## src/rtl/ctr_pkg.sv

```systemverilog
package ctr_pkg;

    typedef enum logic [1:0] {
        OP_HOLD = 2'd0,
        OP_STEP = 2'd1,
        OP_ZERO = 2'd2,
        OP_TAKE = 2'd3
    } ctr_op_e;

    // Enable gates everything; clear outranks load.
    function automatic ctr_op_e pick_op(input logic en, input logic ld, input logic clr);
        if (!en)
            return OP_HOLD;
        else if (clr)
            return OP_ZERO;
        else if (ld)
            return OP_TAKE;
        else
            return OP_STEP;
    endfunction

    typedef struct packed {
        ctr_op_e op;
        logic    rst;
    } ctr_ctl_t;

endpackage

```

## src/rtl/ctr_ctrl.sv

```systemverilog
module ctr_ctrl
    import ctr_pkg::*;
(
    input  logic     rst,
    input  logic     en,
    input  logic     ld,
    input  logic     clr,
    output ctr_ctl_t ctl
);
    always_comb begin
        ctl.rst = rst;
        ctl.op  = pick_op(en, ld, clr);
    end
endmodule

```

## src/rtl/ctr_cell.sv

```systemverilog
module ctr_cell
    import ctr_pkg::*;
(
    input  logic     clk,
    input  ctr_ctl_t ctl,
    input  logic     lower_set,
    input  logic     d,
    output logic     q
);
    logic q_nxt;

    always_comb begin
        unique case (ctl.op)
            OP_ZERO: q_nxt = 1'b0;
            OP_TAKE: q_nxt = d;
            OP_STEP: q_nxt = q ^ lower_set;
            default: q_nxt = q;
        endcase
    end

    always_ff @(posedge clk) begin
        if (ctl.rst)
            q <= 1'b0;
        else
            q <= q_nxt;
    end
endmodule

```

## src/rtl/sync_counter.sv

```systemverilog
module sync_counter
    import ctr_pkg::*;
#(
    parameter int WIDTH = 4
) (
    input  logic             clk,
    input  logic             rst,
    input  logic             en,
    input  logic             ld,
    input  logic             clr,
    input  logic [WIDTH-1:0] din,
    output logic [WIDTH-1:0] count,
    output logic             carry
);
    localparam int CHAIN = WIDTH + 1;

    ctr_ctl_t         ctl;
    logic [CHAIN-1:0] ones_below;

    ctr_ctrl u_ctrl (
        .rst (rst),
        .en  (en),
        .ld  (ld),
        .clr (clr),
        .ctl (ctl)
    );

    assign ones_below[0] = 1'b1;

    for (genvar b = 0; b < WIDTH; b++) begin : g_bit
        assign ones_below[b+1] = ones_below[b] & count[b];

        ctr_cell u_cell (
            .clk       (clk),
            .ctl       (ctl),
            .lower_set (ones_below[b]),
            .d         (din[b]),
            .q         (count[b])
        );
    end

    assign carry = en & ones_below[WIDTH];
endmodule

```

## config.mk

```make
export PLATFORM = sky130hd
export DESIGN_NAME = sync_counter
export DESIGN_NICKNAME = d
export VERILOG_FILES = /design/src/rtl/ctr_pkg.sv /design/src/rtl/ctr_ctrl.sv /design/src/rtl/ctr_cell.sv /design/src/rtl/sync_counter.sv
export SDC_FILE = /design/constraint.sdc
export NUM_CORES = 1
export LEC_CHECK = 0
export CORE_AREA = 3 3 40 42
export DETAILED_ROUTE_END_ITERATION = 8
export DIE_AREA = 0 0 43 45
export MAX_ROUTING_LAYER = met4
export SKIP_LAST_GASP = 1
export SYNTH_ARGS = -nofsm -noshare
export SYNTH_HDL_FRONTEND = slang
export SYNTH_SLANG_ARGS = --single-unit
```

## constraint.sdc

```tcl
create_clock -name clk -period 2 [get_ports clk]
set_clock_uncertainty 0.2 [all_clocks]
set_input_delay 0.3 -clock clk [delete_from_list [all_inputs] [get_ports clk]]
set_output_delay 0.3 -clock clk [all_outputs]
set_load 0.01 [all_outputs]
```

# Yosys cells after proc, flatten, opt, wreduce, memory -nomap -nowiden
# Index checks and enable logic that the tools add are counted.
dict set report totals {
  regBits 4
  latchBits 0
  ramBits 0
  rom_bits 0
  out_inout_bits 5
  word_cells 23
  n_memories 0
}
dict set report classes {
  n_addsub 0
  multipliers 0
  div 0
  n_lt_le_gt_ge 0
  n_eq_ne 3
  shift 0
  mux 7
  n_bitwise 8
  reduce_logical 1
}
# cell n
set ops {}
lappend ops {{one-hot mux 1 bit (3 select lines)} 4}
lappend ops {{2-to-1 mux 2 bit} 3}
lappend ops {{AND 1 bit} 4}
lappend ops {{== test 2 bit (second input constant)} 2}
lappend ops {{nonzero test 3 bit} 1}
lappend ops {{bitwise XOR 1 bit} 3}
lappend ops {{== test 2 x 1 -> 1 bit (second input constant)} 1}
lappend ops {{inverter 1 bit} 1}

# Logic depth before layout (Yosys ltp)
dict set report logic_depth {
  ltp_word 5
  mapped_depth 6
  depth_no_buf 6
}

# Modules after synthesis
# From an unflattened synthesis, not the netlist that was laid out.
dict set report hier_totals {
  cells_unflattened 36
  hier_area_um2 282.8
}
# module instances cells_each area_each_um2 seq_area_each_um2
set by_module_without_submodules {}
lappend by_module_without_submodules {ctr_cell 4 7 56.3 20.0}
lappend by_module_without_submodules {sync_counter 1 5 36.3 0.0}
lappend by_module_without_submodules {ctr_ctrl 1 3 21.3 0.0}

# Worst setup path before layout
# Ideal clock, no wire load.
dict set report synth_timing {
  path_kind {register -> register}
  start {register g_bit[0].u_cell.q}
  end {register g_bit[3].u_cell.q}
  arrival_ns 1.351
  required_time_ns 1.686
  setup_slack_ns 0.335
  path_stages_with_launch 7
  n_path_buf 0
  cell_sequence {dfxtp_1 ha_1 ha_1 ha_1 mux2_1 a21oi_1 nor2_1}
}
dict set report synth_via {
  elab_chain_cells 4
}
# element line
set synth_rtl {}
lappend synth_rtl {{from (decl)} ctr_cell.sv:8} ;# output logic q
lappend synth_rtl {{from (signal assigned)} ctr_cell.sv:25} ;# q <= q_nxt;
lappend synth_rtl {{AND 1 bit (2 in a row)} sync_counter.sv:31} ;# assign ones_below[b+1] = ones_below[b] & count[b];
lappend synth_rtl {{bitwise XOR 1 bit} ctr_cell.sv:16} ;# OP_STEP: q_nxt = q ^ lower_set;
lappend synth_rtl {{one-hot mux 1 bit (3 select lines)} ctr_cell.sv:13} ;# unique case (ctl.op)
lappend synth_rtl {{to (signal assigned)} ctr_cell.sv:25}
lappend synth_rtl {{to (decl)} ctr_cell.sv:8}
# No other way between the ends.
# A chain may end at the register's enable or synchronous reset.

# Worst setup path in the final report
dict set report layout_timing {
  start {register g_bit[1].u_cell.q}
  end {output port carry}
}
dict set report layout_via {
  elab_chain_cells 4
}
# element line
set layout_rtl {}
lappend layout_rtl {{from (decl)} ctr_cell.sv:8}
lappend layout_rtl {{from (signal assigned)} ctr_cell.sv:25}
lappend layout_rtl {{AND 1 bit (3 in a row)} sync_counter.sv:31}
lappend layout_rtl {{AND 1 bit} sync_counter.sv:42} ;# assign carry = en & ones_below[WIDTH];
lappend layout_rtl {{to (decl)} sync_counter.sv:13} ;# output logic carry
# No other way between the ends.

==> metrics <==
R2R Setup Slk=0.30 ns; Power Dens Cells=535 nW/um^2; DRC violations left=0; 1st-iter DRT viols=0; clk buf depth=2; Final Cycle Share=96.2%; Reg power frac=37.3%; number of fill cells=153; root buf cell=clkbuf_4; CTS Buf Count=3; hold path endpoint=g_bit[3].u_cell.q$_SDFFE_PP0P_; H-tree Lvls=1; EDFF count, synth=0; port buffer count=13; Die X=43 um; area leader, netlist=dfxtp_1; Routed Antenna Nets=0; initial antenna violation count=0; Antenna Cells=0; wire length per cell=9.69 um; Cell Int Power=0.180 mW; total global routing overflow=0; # setup viols final=0; post-cts gate resize count=1; max reg flops=4; DR vias/cell=4.03; hold violation count in the final report=0; Comb power frac=19.1%; Async SR Flop Fraction=0%; Crit path largest cell delay=0.32 ns; Final Max Tran Viols=0; leakage power=0.196 nW; peak supply drop=0.196 mV; synth warn=0; I/O pin cnt=14; Core Util, Final=33.2%; Mapped Nets=41; Synth area leaders=dfxtp_1 30%, ha_1 14%, mux2_1 12%; Sw Ratio=21.3%; Largest regs=g_bit.u_cell.q: 4 flops; postcts setup bufs=0; Hold Path Cell Cnt=3; crit path max-delay cell type=dfxtp_1; Req. time, crit path=1.50 ns; Post-CTS Hold Buffers=0; Total Wirelength=562 um; nets=57; clk_lat worst skew=0.23 ns; Biggest register=g_bit.u_cell.q; slew margin rel.=84.0%; area delta synth->final=57.9%; status=complete, no violations; vias post-DR=234; CP dominant cell by count=ha_1; Cells after Synth=29; sequential share of the synthesized area=29.6%; first-pass GRT wire length=890 um; max cap viols=0; Sw Pwr=0.0486 mW; Tmin final=1.92 ns; Post-synth top cells=4 x a21oi_1, 4 x and2b_1, 4 x buf_4, 4 x dfxtp_1; reg2reg start=g_bit[1].u_cell.q$_SDFFE_PP0P_; layout cell share with drive strength beyond 1=11.6%; DRT Pass-1 Iters=1; Initial Util=21.0%; DIE AREA=1940 sq um; largest net degree at the start of global routing=7; core area=1280 sq um; CTS tree=done; Critical Path Source Type=flip-flop; DP Area=404 sq um; crit path max fanout=3; power share of the clock group=43.6%; number of global-route vias before repair=235; CP endpoint kind=output port; worst r2r path cells=6; Yosys cell types=11; setup TNS=0 ns; CP arrival=1.42 ns; hold_sp=g_bit[3].u_cell.q$_SDFFE_PP0P_; clk sinks=4; fmax=520 MHz; # rows=13; synthesized area=270 sq um; Cell Chain, Critical Path=ha_1, ha_1, ha_1, and2_1, clkdlybuf4s15_1; Slew @ Worst Pin=0.236 ns; Main synth FF type=dfxtp_1; Worst Setup Path Type=reg -> out; Total GRT Usage=6.86%; path type of the worst min-delay path=reg -> reg; RR Endpoint=g_bit[3].u_cell.q$_SDFFE_PP0P_; Die H=45 um; GPL Wtd Cong=0.612; Reg clk slew, reported paths=0.04 ns; RSZ-0062 raised after global routing=no; Synth Register Bits=4; Syn Area/Cell=9.32 sq um; Finished Cell Area=427 sq um; share of the synthesized area in the top cell type=29.6%
through the flow:
step / power [mW] / hold WS [ns] / setup WS (ns) / cells
after floorplan: 0.104 / 0.169 / 0.335 / 29
after global placement: 0.130 / 0.398 / 0.0753 / 55
after detailed placement: 0.131 / 0.407 / 0.0595 / 55
after CTS: 0.235 / 0.415 / 0.00530 / 58
after global routing: 0.242 / 0.455 / 0.00222 / 58
final: 0.228 / 0.403 / 0.0756 / 58
worst max path at each step:
stage                                         from                        endpoint  slack [ns]  depth (start not counted)
floorplan           g_bit[0].u_cell.q$_SDFFE_PP0P_  g_bit[3].u_cell.q$_SDFFE_PP0P_        0.34                          6
global placement    g_bit[1].u_cell.q$_SDFFE_PP0P_                           carry        0.08                          5
detailed placement  g_bit[1].u_cell.q$_SDFFE_PP0P_                           carry        0.06                          5
CTS                 g_bit[1].u_cell.q$_SDFFE_PP0P_                           carry       0.005                          5
global route        g_bit[0].u_cell.q$_SDFFE_PP0P_                           carry       0.002                          5
finish              g_bit[1].u_cell.q$_SDFFE_PP0P_                           carry        0.08                          5
final cells by class:
class | instances | area (sq um) | area share (%)
multi-input combinational | 21 | 160 | 37.5
timing repair buffer | 15 | 145 | 34.0
clock buffer | 3 | 22.5 | 5.28
sequential | 4 | 80.1 | 18.8
tap | 15 | 18.8 | 4.40
layer usage:
layer  track usage (%)  vias up  part of all wire (%)
met4              7.23        0                  0.71
met1              6.49       97                    43
li1                  -      127                     -
met3              2.39        2                    10
met2              10.5        8                    46
met5                 -        -                     0
power groups by stage:
stage	logic (mW)	clock network (mW)	registers, mW
after floorplan	0.0178	0	0.0863
after global placement	0.0440	0	0.0864
after detailed placement	0.0442	0	0.0865
after CTS	0.0444	0.105	0.0852
after global routing	0.0478	0.108	0.0856
final	0.0436	0.0994	0.0851
critical path: cells and delay by family (launching register included):
kind / cells / cell delay [ns]
adders and majority gates: 3 / 0.52
DFF: 1 / 0.32
buffers and inverters: 1 / 0.22
and+or+nand+nor: 1 / 0.13
kinds of logic (layout without fill, tap and decap cells):
kind of cell | after synthesis | after routing | share of synthesized area (%)
AO/OA/AOI/OAI | 5 | 5 | 9.72
buffers and inverters | 4 | 18 | 11.1
multiplexers | 3 | 3 | 12.5
AND/OR/NAND/NOR | 10 | 10 | 23.2
adder cells (fa/ha/maj) | 3 | 3 | 13.9
flip-flops | 4 | 4 | 29.6
cells in the final DEF, fill, tap and decap left out:
master           netlist  final
clkdlybuf4s50_1        0     12
and2b_1                4      4
clkbuf_4               0      3
buf_4                  4      2
ha_1                   3      3
nor4b_1                1      1
a21oi_1                4      4
nor2_1                 3      3
clkdlybuf4s15_1        0      1
a31oi_1                1      1
dfxtp_1                4      4
nand2b_1               1      1
mux2_1                 3      3
and2_1                 1      1
(Power assumes the default switching activity.)
